$ cat src/rtl/ashr_pkg.sv
package ashr_pkg;

    localparam int XLEN      = 64;
    localparam int CNT_W     = 6;
    localparam int IDX_W     = 5;
    localparam int IWORD_W   = 32;
    localparam int PRIM_W    = 6;
    localparam int EXT_W     = 9;
    localparam int CRF_W     = 4;

    localparam logic [PRIM_W-1:0] PRIM_CODE = 6'd31;
    localparam logic [EXT_W-1:0]  EXT_CODE  = 9'd413;

    typedef struct packed {
        logic             match;
        logic [IDX_W-1:0] src_idx;
        logic [IDX_W-1:0] dst_idx;
        logic [CNT_W-1:0] count;
        logic             rec;
    } dec_t;

    typedef struct packed {
        logic lt;
        logic gt;
        logic eq;
        logic so;
    } crf_t;

    // ones in the positions that a right shift by cnt discards
    function automatic logic [XLEN-1:0] lost_mask(input logic [CNT_W-1:0] cnt);
        logic [XLEN-1:0] one;
        one = {{(XLEN-1){1'b0}}, 1'b1};
        return (one << cnt) - one;
    endfunction

endpackage

$ cat src/rtl/ashr_decode.sv
module ashr_decode
    import ashr_pkg::*;
(
    input  logic [IWORD_W-1:0] word,
    output dec_t               dec
);
    // big-endian bit numbering: field bit n sits at word[IWORD_W-1-n]
    logic [PRIM_W-1:0] prim;
    logic [EXT_W-1:0]  ext;

    always_comb begin
        prim          = word[31:26];
        ext           = word[10:2];
        dec.match     = (prim == PRIM_CODE) && (ext == EXT_CODE);
        dec.src_idx   = word[25:21];
        dec.dst_idx   = word[20:16];
        dec.count     = {word[1], word[15:11]};
        dec.rec       = word[0];
    end
endmodule

$ cat src/rtl/ashr_shift.sv
module ashr_shift
    import ashr_pkg::*;
(
    input  logic [XLEN-1:0]  src,
    input  logic [CNT_W-1:0] count,
    output logic [XLEN-1:0]  shifted,
    output logic             carry
);
    logic [XLEN-1:0] lost;

    always_comb begin
        shifted = $signed(src) >>> count;
        lost    = src & lost_mask(count);
        carry   = src[XLEN-1] & (|lost);
    end
endmodule

$ cat src/rtl/ashr_cond.sv
module ashr_cond
    import ashr_pkg::*;
(
    input  logic [XLEN-1:0] value,
    input  logic            so,
    output crf_t            crf
);
    always_comb begin
        crf.lt = value[XLEN-1];
        crf.eq = (value == '0);
        crf.gt = !value[XLEN-1] && (value != '0);
        crf.so = so;
    end
endmodule

$ cat src/rtl/ashr_imm_unit.sv
module ashr_imm_unit
    import ashr_pkg::*;
(
    input  logic                clk,
    input  logic                rst,
    input  logic                in_valid,
    input  logic [31:0]         instr,
    input  logic [63:0]         src_val,
    input  logic                so_in,
    output logic                out_valid,
    output logic                op_known,
    output logic [4:0]          dst_idx,
    output logic [63:0]         result,
    output logic                ca_out,
    output logic                ca_we,
    output logic [3:0]          cr_field,
    output logic                cr_we
);
    dec_t            dec;
    logic [XLEN-1:0] sh_val;
    logic            sh_ca;
    crf_t            crf;

    ashr_decode u_dec (.word(instr), .dec(dec));

    ashr_shift u_sh (
        .src     (src_val),
        .count   (dec.count),
        .shifted (sh_val),
        .carry   (sh_ca)
    );

    ashr_cond u_cond (.value(sh_val), .so(so_in), .crf(crf));

    always_ff @(posedge clk) begin
        if (rst) begin
            out_valid <= 1'b0;
            op_known  <= 1'b0;
            dst_idx   <= '0;
            result    <= '0;
            ca_out    <= 1'b0;
            ca_we     <= 1'b0;
            cr_field  <= '0;
            cr_we     <= 1'b0;
        end else begin
            out_valid <= in_valid;
            ca_we     <= in_valid && dec.match;
            cr_we     <= in_valid && dec.match && dec.rec;
            if (in_valid) begin
                op_known <= dec.match;
                dst_idx  <= dec.dst_idx;
                result   <= sh_val;
                ca_out   <= sh_ca;
                cr_field <= crf;
            end
        end
    end


    valid_follow_chk: assert property (@(posedge clk) disable iff (rst)
        in_valid |=> out_valid);


    valid_drop_chk: assert property (@(posedge clk) disable iff (rst)
        !in_valid |=> !out_valid && !ca_we && !cr_we);


    unknown_quiet_chk: assert property (@(posedge clk) disable iff (rst)
        (out_valid && !op_known) |-> (!ca_we && !cr_we));


    rec_needs_ca_chk: assert property (@(posedge clk) disable iff (rst)
        cr_we |-> ca_we);


    carry_sign_chk: assert property (@(posedge clk) disable iff (rst)
        (ca_we && ca_out) |-> result[63]);


    zero_pass_chk: assert property (@(posedge clk) disable iff (rst)
        (in_valid && instr[1] == 1'b0 && instr[15:11] == 5'd0)
            |=> (result == $past(src_val)) && !ca_out);


    one_relation_chk: assert property (@(posedge clk) disable iff (rst)
        cr_we |-> $countones(cr_field[3:1]) == 1);

endmodule

$ cat config.mk
export PLATFORM = sky130hd
export DESIGN_NAME = ashr_imm_unit
export DESIGN_NICKNAME = d
export VERILOG_FILES = /design/src/rtl/ashr_pkg.sv /design/src/rtl/ashr_decode.sv /design/src/rtl/ashr_shift.sv /design/src/rtl/ashr_cond.sv /design/src/rtl/ashr_imm_unit.sv
export SDC_FILE = /design/constraint.sdc
export NUM_CORES = 1
export LEC_CHECK = 0
export CAP_MARGIN = 20
export CORE_ASPECT_RATIO = 0.8
export CORE_MARGIN = 5
export CORE_UTILIZATION = 60
export CTS_CLUSTER_DIAMETER = 50
export CTS_CLUSTER_SIZE = 14
export DETAILED_ROUTE_END_ITERATION = 7
export DONT_BUFFER_PORTS = 1
export PLACE_DENSITY = 0.76
export SETUP_SLACK_MARGIN = 0.1
export SLEW_MARGIN = 20
export SYNTH_ARGS = -nofsm -noshare
export SYNTH_HDL_FRONTEND = slang
export SYNTH_HIERARCHICAL = 1
export SYNTH_SLANG_ARGS = --single-unit
export TNS_END_PERCENT = 20
$ cat constraint.sdc
create_clock -name clk -period 4.7 [get_ports clk]
set_input_delay 0.94 -clock clk [delete_from_list [all_inputs] [get_ports clk]]
set_output_delay 0.94 -clock clk [all_outputs]
set_load 0.1 [all_outputs]
==> results of run 1 <==
-- per-layer routing --
layer / routed length (um) / part of all wire / up-vias / GRT usage
met2: 13280 / 0.40 / 733 / 0.4942
met1: 12830 / 0.39 / 4174 / 0.5084
met4: 988 / 0.030 / 0 / 0.07809
met5: 0 / 0 / - / 0
li1: - / - / 3898 / -
met3: 5898 / 0.18 / 114 / 0.1817
-- area by class of cell --
class | count | area [um2]
multi-input cells | 904 | 6533
fillers | 1285 | 5522
flip-flops and latches | 78 | 1562
well taps | 184 | 230.2
clock buffers | 10 | 229.0
repair buffers | 14 | 130.1
clock inverters | 6 | 47.55
inverters | 12 | 45.04
-- layout by cell type, fill, tap and decap left out, drive strengths merged, types with 11 or more instances in the layout --
| cell | n |
|---|---|
| mux2i | 137 |
| mux2 | 34 |
| buf | 14 |
| dfxtp | 78 |
| o21ai | 85 |
| nand4 | 15 |
| nor2 | 175 |
| a31oi | 16 |
| a21oi | 52 |
| nand3 | 19 |
| nor4 | 30 |
| nor3 | 15 |
| nand2 | 137 |
| o21a | 11 |
| mux4 | 56 |
-- report_power, final --
group / switching, mW / internal [mW] / total (mW)
registers: 0.408 / 0.712 / 1.12
clock network: 0.286 / 0.361 / 0.647
logic: 0.431 / 0.323 / 0.755
total: 1.12 / 1.40 / 2.52
-- per-stage QoR --
stage,util,hold slack (ns)
CTS,0.6138,0.6636
detailed placement,0.5945,0.9525
global route,0.6138,0.6566
finish,0.6138,0.6737
global placement,0.5945,0.9344
floorplan,-,0.9181
-- sequential cells by signal (all words and copies together), names as in the netlist --
signal	flops
result	64
ca_we	1
out_valid	1
dst_idx	5
cr_field	4
op_known	1
ca_out	1
cr_we	1
-- how the worst max path moves through the flow --
stage / slack [ns] / endpoint / from
after floorplan: 0.49 / ca_out / instr[12]
after detailed placement: 0.37 / ca_out / instr[12]
after global routing: 0.55 / ca_out / instr[12]
after global placement: 0.37 / ca_out / instr[12]
final: 0.62 / ca_out / instr[12]
after CTS: 0.71 / ca_out / instr[12]
==> metrics.cfg, run 1 <==
[sta]
slew-limit-headroom = 0.3162
drv_slew = 0
setup_tns_ns = 0
max_freq_ghz = 0.2451
worst_pin_slew_ns = 1.024
fin_crit_sh = 0.8680
fin_ws_ns = 0.6203
hold_viol = 0
fin_crit_ns = 4.080
fin_skew_ns = 0
setup_viol = 0
rsz0062_at_grt = no

[die]
start_util = 0.6143
ios = 178
design.die.area_mm2 = 0.01717
core_mm2 = 0.01430
die_x_um = 145.3
std_cell_rows = 39
die_h_um = 118.2

[global_route]
antenna_found_initial = 0
grt_first_pass_wirelength_um = 49200
track_usage = 0.3603
grt_max_degree = 115
grt_pass1_vias = 8045
grt_overflow_total = 0

[synth]
synthesis.nets = 1218
synth_area_mm2 = 0.008783
synth_cells = 1117
yosys_warnings = 6
avgSynthCellArea_um2 = 7.863

[route]
viasPerCell = 7.383
postRouteAntennaNets = 0
dr.pass1.iters = 6
dr.first_iter.drc_count = 1476
wl_per_cell_um = 27.32
drc = 0
vias = 8919
wl_um = 33000

[cts]
clk_pin_slew_ns = 0.07
clk_path_buf_depth = 2
insertion_delay_ns = 0.34
holdBufCountCts = 0
post-cts-setup-buffers = 0
cts_root_buf = clkbuf_16
cts_tree = yes
cts_buffers = 9
cts_resized = 0
numClockSinks = 78
htree_levels = 3

[setup_path]
cp_slowest_cell = or4_1
ff2ff_path_depth = 2
cp.required_ns = 4.93
crit_cells = 13
critPathKind = input pin to flop
critPathArrivalTime_ns = 4.31
r2r_end = result[42]
crit_path_end_kind = flop
rrSetupSlack_ns = 3.30
crit_top_cell = nor2_1
slowest_delay_ns = 0.54
start_kind = input pin
cp_num_buf_inv = 0
r2r_start = result[42]
cpLargestDelayFamily = simple AND/OR/NAND/NOR gates
critical_path.cell_chain = or4_4, nor2_1, nand2_1, ha_1, nor2b_1, a32oi_1, o22ai_1, or4_1, nor4_1, nand4_1, o41a_1, mux2i_1, nor2_1
crit_path_max_fanout = 99

[placed_design]
dpl_cell_area_mm2 = 0.008499
port_buffers = 0
dp_cells = 1192
globalplace.congestion = 0.9968
place_ws_ns = 0.3675
hpwl_um = 24380

[run]
maxCapViolCount = 0

[run_status]
outcome = completed

[layout]
nNetsFinal = 1120
fin_cells = 1208
drive_above_1_share = 0.1328
antenna_cells = 0
fin_area_mm2 = 0.008776
areaGrowthSynthToFinish_pct = -0.08543

[pwr]
irDropWorstVdd_v = 0.0003578
finalPower_mw = 2.522
power.density_mw_per_mm2 = 287.3
p_leak_nw = 3.447

[worst_hold_path]
worstHoldEndpoint = result[63]
hp-start = rst
whs_path_depth = 1
min_path_type = input pin to flop

(Power assumes the default switching activity.)
==> run 2, diff against run 1 <==
clock period = 4.2 ns   (was 4.7 ns; I/O delays follow)
==> metrics.cfg, run 2 (synthesis results as in run 1) <==
[sta]
worst_pin_slew_ns = 1.019  ; -0.005709 ns
fin_crit_sh = 0.9298
hold_viol = 0  ; unchanged
drv_slew = 0  ; unchanged
fin_crit_ns = 3.905
setup_tns_ns = 0  ; unchanged
fin_ws_ns = 0.2949  ; -0.3255 ns
rsz0062_at_grt = no
fin_hold_ws_ns = 0.5704  ; -0.1033 ns
fin_skew_ns = 0  ; unchanged
max_freq_ghz = 0.2561
slew-limit-headroom = 0.3200  ; +0.003811
setup_viol = 0  ; unchanged

[die]
std_cell_rows = 39  ; unchanged
core_mm2 = 0.01430  ; unchanged
start_util = 0.6143  ; unchanged
ios = 178  ; unchanged
die_h_um = 118.2  ; unchanged
design.die.area_mm2 = 0.01717  ; unchanged
die_x_um = 145.3  ; unchanged

[global_route]
track_usage = 0.3535  ; -0.006807
antenna_found_initial = 0  ; unchanged
grt_overflow_total = 0  ; unchanged
grt_max_degree = 115  ; unchanged
grt_pass1_vias = 7893  ; -1.9%
grt_first_pass_wirelength_um = 48390  ; -1.6%

[layout]
areaGrowthSynthToFinish_pct = 0.4843
drive_above_1_share = 0.1372  ; +0.004347
top_register = result
nNetsFinal = 1124  ; +0.36%
largest_reg_flops = 64  ; unchanged
antenna_cells = 0  ; unchanged
most-common-layout-cells = nor2_1 (174), mux2i_1 (137), nand2_1 (137)
mostFrequentLayoutCell = nor2_1
ff_latch_area_mm2 = 0.001562  ; unchanged
largest_registers = result: 64 flops, dst_idx: 5 flops, cr_field: 4 flops
nFillCells = 1287  ; +0.16%
fin_cells = 1212  ; +0.33%
final_util = 0.6173  ; +0.003501
multiInputGateArea_mm2 = 0.006533  ; unchanged
fin_area_mm2 = 0.008826  ; +0.57%

[cts]
numClockSinks = 78  ; unchanged
htree_levels = 3  ; unchanged
post-cts-setup-buffers = 0  ; unchanged
holdBufCountCts = 0  ; unchanged
cts_resized = 0  ; unchanged
clk_pin_slew_ns = 0.07  ; about the same
cts_tree = yes
insertion_delay_ns = 0.34  ; about the same
cts_buffers = 9  ; unchanged
clk_path_buf_depth = 2  ; unchanged
cts_root_buf = clkbuf_16

[pwr]
p_leak_nw = 3.480  ; +0.96%
power.density_mw_per_mm2 = 324.3  ; +13%
finalPower_mw = 2.862  ; +13%
irDropWorstVdd_v = 0.0004172  ; +17%

[placed_design]
port_buffers = 0  ; unchanged
hpwl_um = 24250  ; -0.51%
place_ws_ns = 0.07493  ; -0.2926 ns
globalplace.congestion = 1.016  ; +1.9%
dpl_cell_area_mm2 = 0.008529  ; +0.35%
dp_cells = 1196  ; +0.34%

[route]
viasPerCell = 7.327  ; -0.77%
postRouteAntennaNets = 0  ; unchanged
dr.first_iter.drc_count = 1911  ; +29%
dr.pass1.iters = 6  ; unchanged
drc = 0  ; unchanged
vias = 8880  ; -0.44%
wl_um = 32580  ; -1.3%
wl_per_cell_um = 26.88  ; -1.6%

[setup_path]
crit_path_max_fanout = 99  ; unchanged
crit_path_end_kind = flop
critPathKind = input pin to flop
rrSetupSlack_ns = 2.78  ; -0.52 ns
cp.required_ns = 4.43  ; -0.50 ns
start_kind = input pin
critPathArrivalTime_ns = 4.14  ; -0.17 ns

[run_status]
outcome = completed

[run]
maxCapViolCount = 0  ; unchanged

[worst_hold_path]
min_path_type = input pin to flop

-- run 2: cell count changes in the layout (fill, tap and decap cells not counted), sizes merged --
| cell | change |
|---|---|
| inv | +5 |
| buf | +4 |
| clkinv | -3 |
| clkbuf | -1 |
| clkinvlp | -1 |
-- run 2: layout make-up --
class,count,share of cell area
clock inverter,7,0.008081
inverter,12,0.005103
clock buffer,9,0.02552
multi-input combinational,904,0.7401
sequential,78,0.1769
tap,184,0.02608
timing repair buffer,18,0.01815
-- run 2: routing by layer --
metal / track usage / up-vias / part of all wire
met3: 0.1473 / 76 / 0.16
met1: 0.5214 / 4144 / 0.40
met2: 0.4916 / 755 / 0.41
li1: - / 3905 / -
met5: 0 / - / 0
met4: 0.05594 / 0 / 0.022
-- run 2: final timing paths --
check / from / to / cells after the start
hold / removal: rst / op_known / 1
hold reg to reg: op_known / op_known / 2
setup reg to reg: result[39] / result[39] / 2
setup / recovery: instr[12] / ca_out / 14
-- run 2: where the power goes --
part           switching [mW]  internal [mW]  total [mW]  leakage [nW]
sequential              0.456          0.797        1.25         0.644
clock                   0.343          0.422       0.765         0.148
combinational           0.480          0.364       0.845          2.69
total                    1.28           1.58        2.86          3.48
-- run 2: critical path, stage by stage --
cell,delay [ns]
or4_4,0.52
nor2_1,0.18
nand2_1,0.08
ha_1,0.20
buf_4,0.21
clkinv_1,0.08
a21oi_1,0.17
o31ai_1,0.46
nand4_1,0.16
nor4_1,0.38
nand4_1,0.18
o41a_1,0.47
mux2i_1,0.14
nor2_1,0.06
==> run 3, diff against run 2 <==
clock period = 4 ns   (was 4.2 ns; I/O delays follow)
==> metrics.cfg, run 3 (synthesis results as in run 1) <==
[route]
dr.pass1.iters = 8  ; +2
wl_um = 33890  ; +4.0%
drc = 0  ; unchanged
vias = 9111  ; +2.6%
dr.first_iter.drc_count = 1609  ; -16%
postRouteAntennaNets = 0  ; unchanged
wl_per_cell_um = 27.44  ; +2.1%
viasPerCell = 7.377  ; +0.69%

[sta]
setup_viol = 0  ; unchanged
drv_slew = 0  ; unchanged
rsz0062_at_grt = no
fin_crit_ns = 3.758
max_freq_ghz = 0.2661
setup_tns_ns = 0  ; unchanged
fin_skew_ns = 0  ; unchanged
fin_crit_sh = 0.9396
hold_viol = 0  ; unchanged
fin_hold_ws_ns = 0.5260  ; -0.04442 ns
fin_ws_ns = 0.2418  ; -0.05307 ns
slew-limit-headroom = 0.3106  ; -0.009452
worst_pin_slew_ns = 1.033  ; +0.01416 ns

[layout]
nNetsFinal = 1147  ; +2.0%
multiInputGateArea_mm2 = 0.006546  ; +0.21%
nFillCells = 1275  ; -0.93%
ff_latch_area_mm2 = 0.001562  ; unchanged
fin_area_mm2 = 0.009009  ; +2.1%
mostFrequentLayoutCell = nor2_1
largest_registers = result: 64 flops, dst_idx: 5 flops, cr_field: 4 flops
areaGrowthSynthToFinish_pct = 2.564
top_register = result
most-common-layout-cells = nor2_1 (173), mux2i_1 (137), nand2_1 (137)
largest_reg_flops = 64  ; unchanged
antenna_cells = 0  ; unchanged
drive_above_1_share = 0.1589  ; +0.02174

[placed_design]
globalplace.congestion = 1.090  ; +7.2%
dpl_cell_area_mm2 = 0.008703  ; +2.0%
place_ws_ns = 0.1367  ; +0.06174 ns
port_buffers = 0  ; unchanged
hpwl_um = 25450  ; +5.0%

[run_status]
outcome = completed

[die]
die_x_um = 145.3  ; unchanged
ios = 178  ; unchanged
start_util = 0.6143  ; unchanged
core_mm2 = 0.01430  ; unchanged
die_h_um = 118.2  ; unchanged
design.die.area_mm2 = 0.01717  ; unchanged
std_cell_rows = 39  ; unchanged

[cts]
clk_pin_slew_ns = 0.06  ; about the same
holdBufCountCts = 0  ; unchanged
cts_root_buf = clkbuf_16
htree_levels = 3  ; unchanged
post-cts-setup-buffers = 0  ; unchanged
clk_path_buf_depth = 2  ; unchanged
insertion_delay_ns = 0.34  ; about the same
cts_buffers = 9  ; unchanged
cts_resized = 0  ; unchanged
numClockSinks = 78  ; unchanged
cts_tree = yes

[setup_path]
start_kind = input pin
ff2ff_path_depth = 2  ; unchanged
r2r_start = result[3]
crit_path_max_fanout = 58  ; -41%
cp.required_ns = 4.23  ; -0.20 ns
critPathKind = input pin to flop
crit_path_end_kind = flop
critPathArrivalTime_ns = 3.99  ; -0.15 ns
startpoint = instr[13]

[pwr]
p_leak_nw = 3.586  ; +3.1%
irDropWorstVdd_v = 0.0004512  ; +8.2%
power.density_mw_per_mm2 = 341.4  ; +5.3%

[worst_hold_path]
min_path_type = input pin to flop
hp-start = rst
whs_path_depth = 1  ; unchanged

[global_route]
grt_pass1_vias = 8139  ; +3.1%
grt_max_degree = 115  ; unchanged
grt_first_pass_wirelength_um = 50880  ; +5.1%
track_usage = 0.3743  ; +0.02080
grt_overflow_total = 0  ; unchanged
antenna_found_initial = 0  ; unchanged

[run]
maxCapViolCount = 0  ; unchanged

[run 3: cell count changes in the layout (fill, tap and decap cells not counted)]
| cell | previous run | this run |
|---|---|---|
| a21oi_2 | 0 | 1 |
| ha_2 | 0 | 1 |
| ha_1 | 1 | 0 |
| nor2_1 | 174 | 173 |
| a21oi_1 | 52 | 51 |
| clkinv_2 | 0 | 1 |
| inv_8 | 4 | 1 |
| buf_12 | 2 | 1 |
| clkinvlp_4 | 0 | 1 |
| buf_4 | 16 | 40 |
| bufinv_16 | 0 | 1 |
| nor2_4 | 1 | 2 |
[run 3: layout make-up]
class,instances,share of cell area
clock buffer,9,0.02500
clock inverter,7,0.008889
inverter,12,0.005000
multi-input combinational,904,0.7267
sequential,78,0.1733
tap,184,0.02556
timing repair buffer,41,0.03556
[run 3: routing by layer]
| metal | global-route usage | share of wire | vias to the layer above |
|---|---|---|---|
| li1 | - | - | 3953 |
| met1 | 0.5313 | 0.40 | 4333 |
| met2 | 0.5181 | 0.40 | 736 |
| met3 | 0.1825 | 0.17 | 89 |
| met4 | 0.07284 | 0.027 | 0 |
| met5 | 0 | 0 | - |
[run 3: worst paths after layout]
kind	end	slack, ns
setup / recovery	cr_field[2]	0.24
hold / removal	result[63]	0.53
setup reg to reg	result[3]	2.55
hold reg to reg	op_known	0.96
[run 3: where the power goes]
group | internal [mW] | switching, mW | leakage [nW] | total, mW
sequential | 0.837 | 0.480 | 0.644 | 1.32
clock | 0.492 | 0.356 | 0.148 | 0.848
combinational | 0.396 | 0.514 | 2.79 | 0.911
[run 3: worst max-delay path: stages]
cell     delay (ns)
inv_2          0.37
buf_4          0.23
mux2i_1        0.33
nand2_1        0.13
nand2_1        0.14
nor2_1         0.05
a21oi_1        0.31
o21ai_0        0.30
nor4_1         0.33
nand4_1        0.22
nor4_2         0.45
nor2_1         0.07
mux2i_1        0.14
nor2_1         0.06
[run 3: metrics by stage]
stage | cells | power, mW | util
2_1_floorplan | 1117 | 2.073 | -
3_3_place_gp | 1219 | 2.191 | 0.6087
3_5_place_dp | 1219 | 2.195 | 0.6087
4_1_cts | 1235 | 3.045 | 0.6301
5_1_grt | 1235 | 3.182 | 0.6301
6_report | 1235 | 3.076 | 0.6301
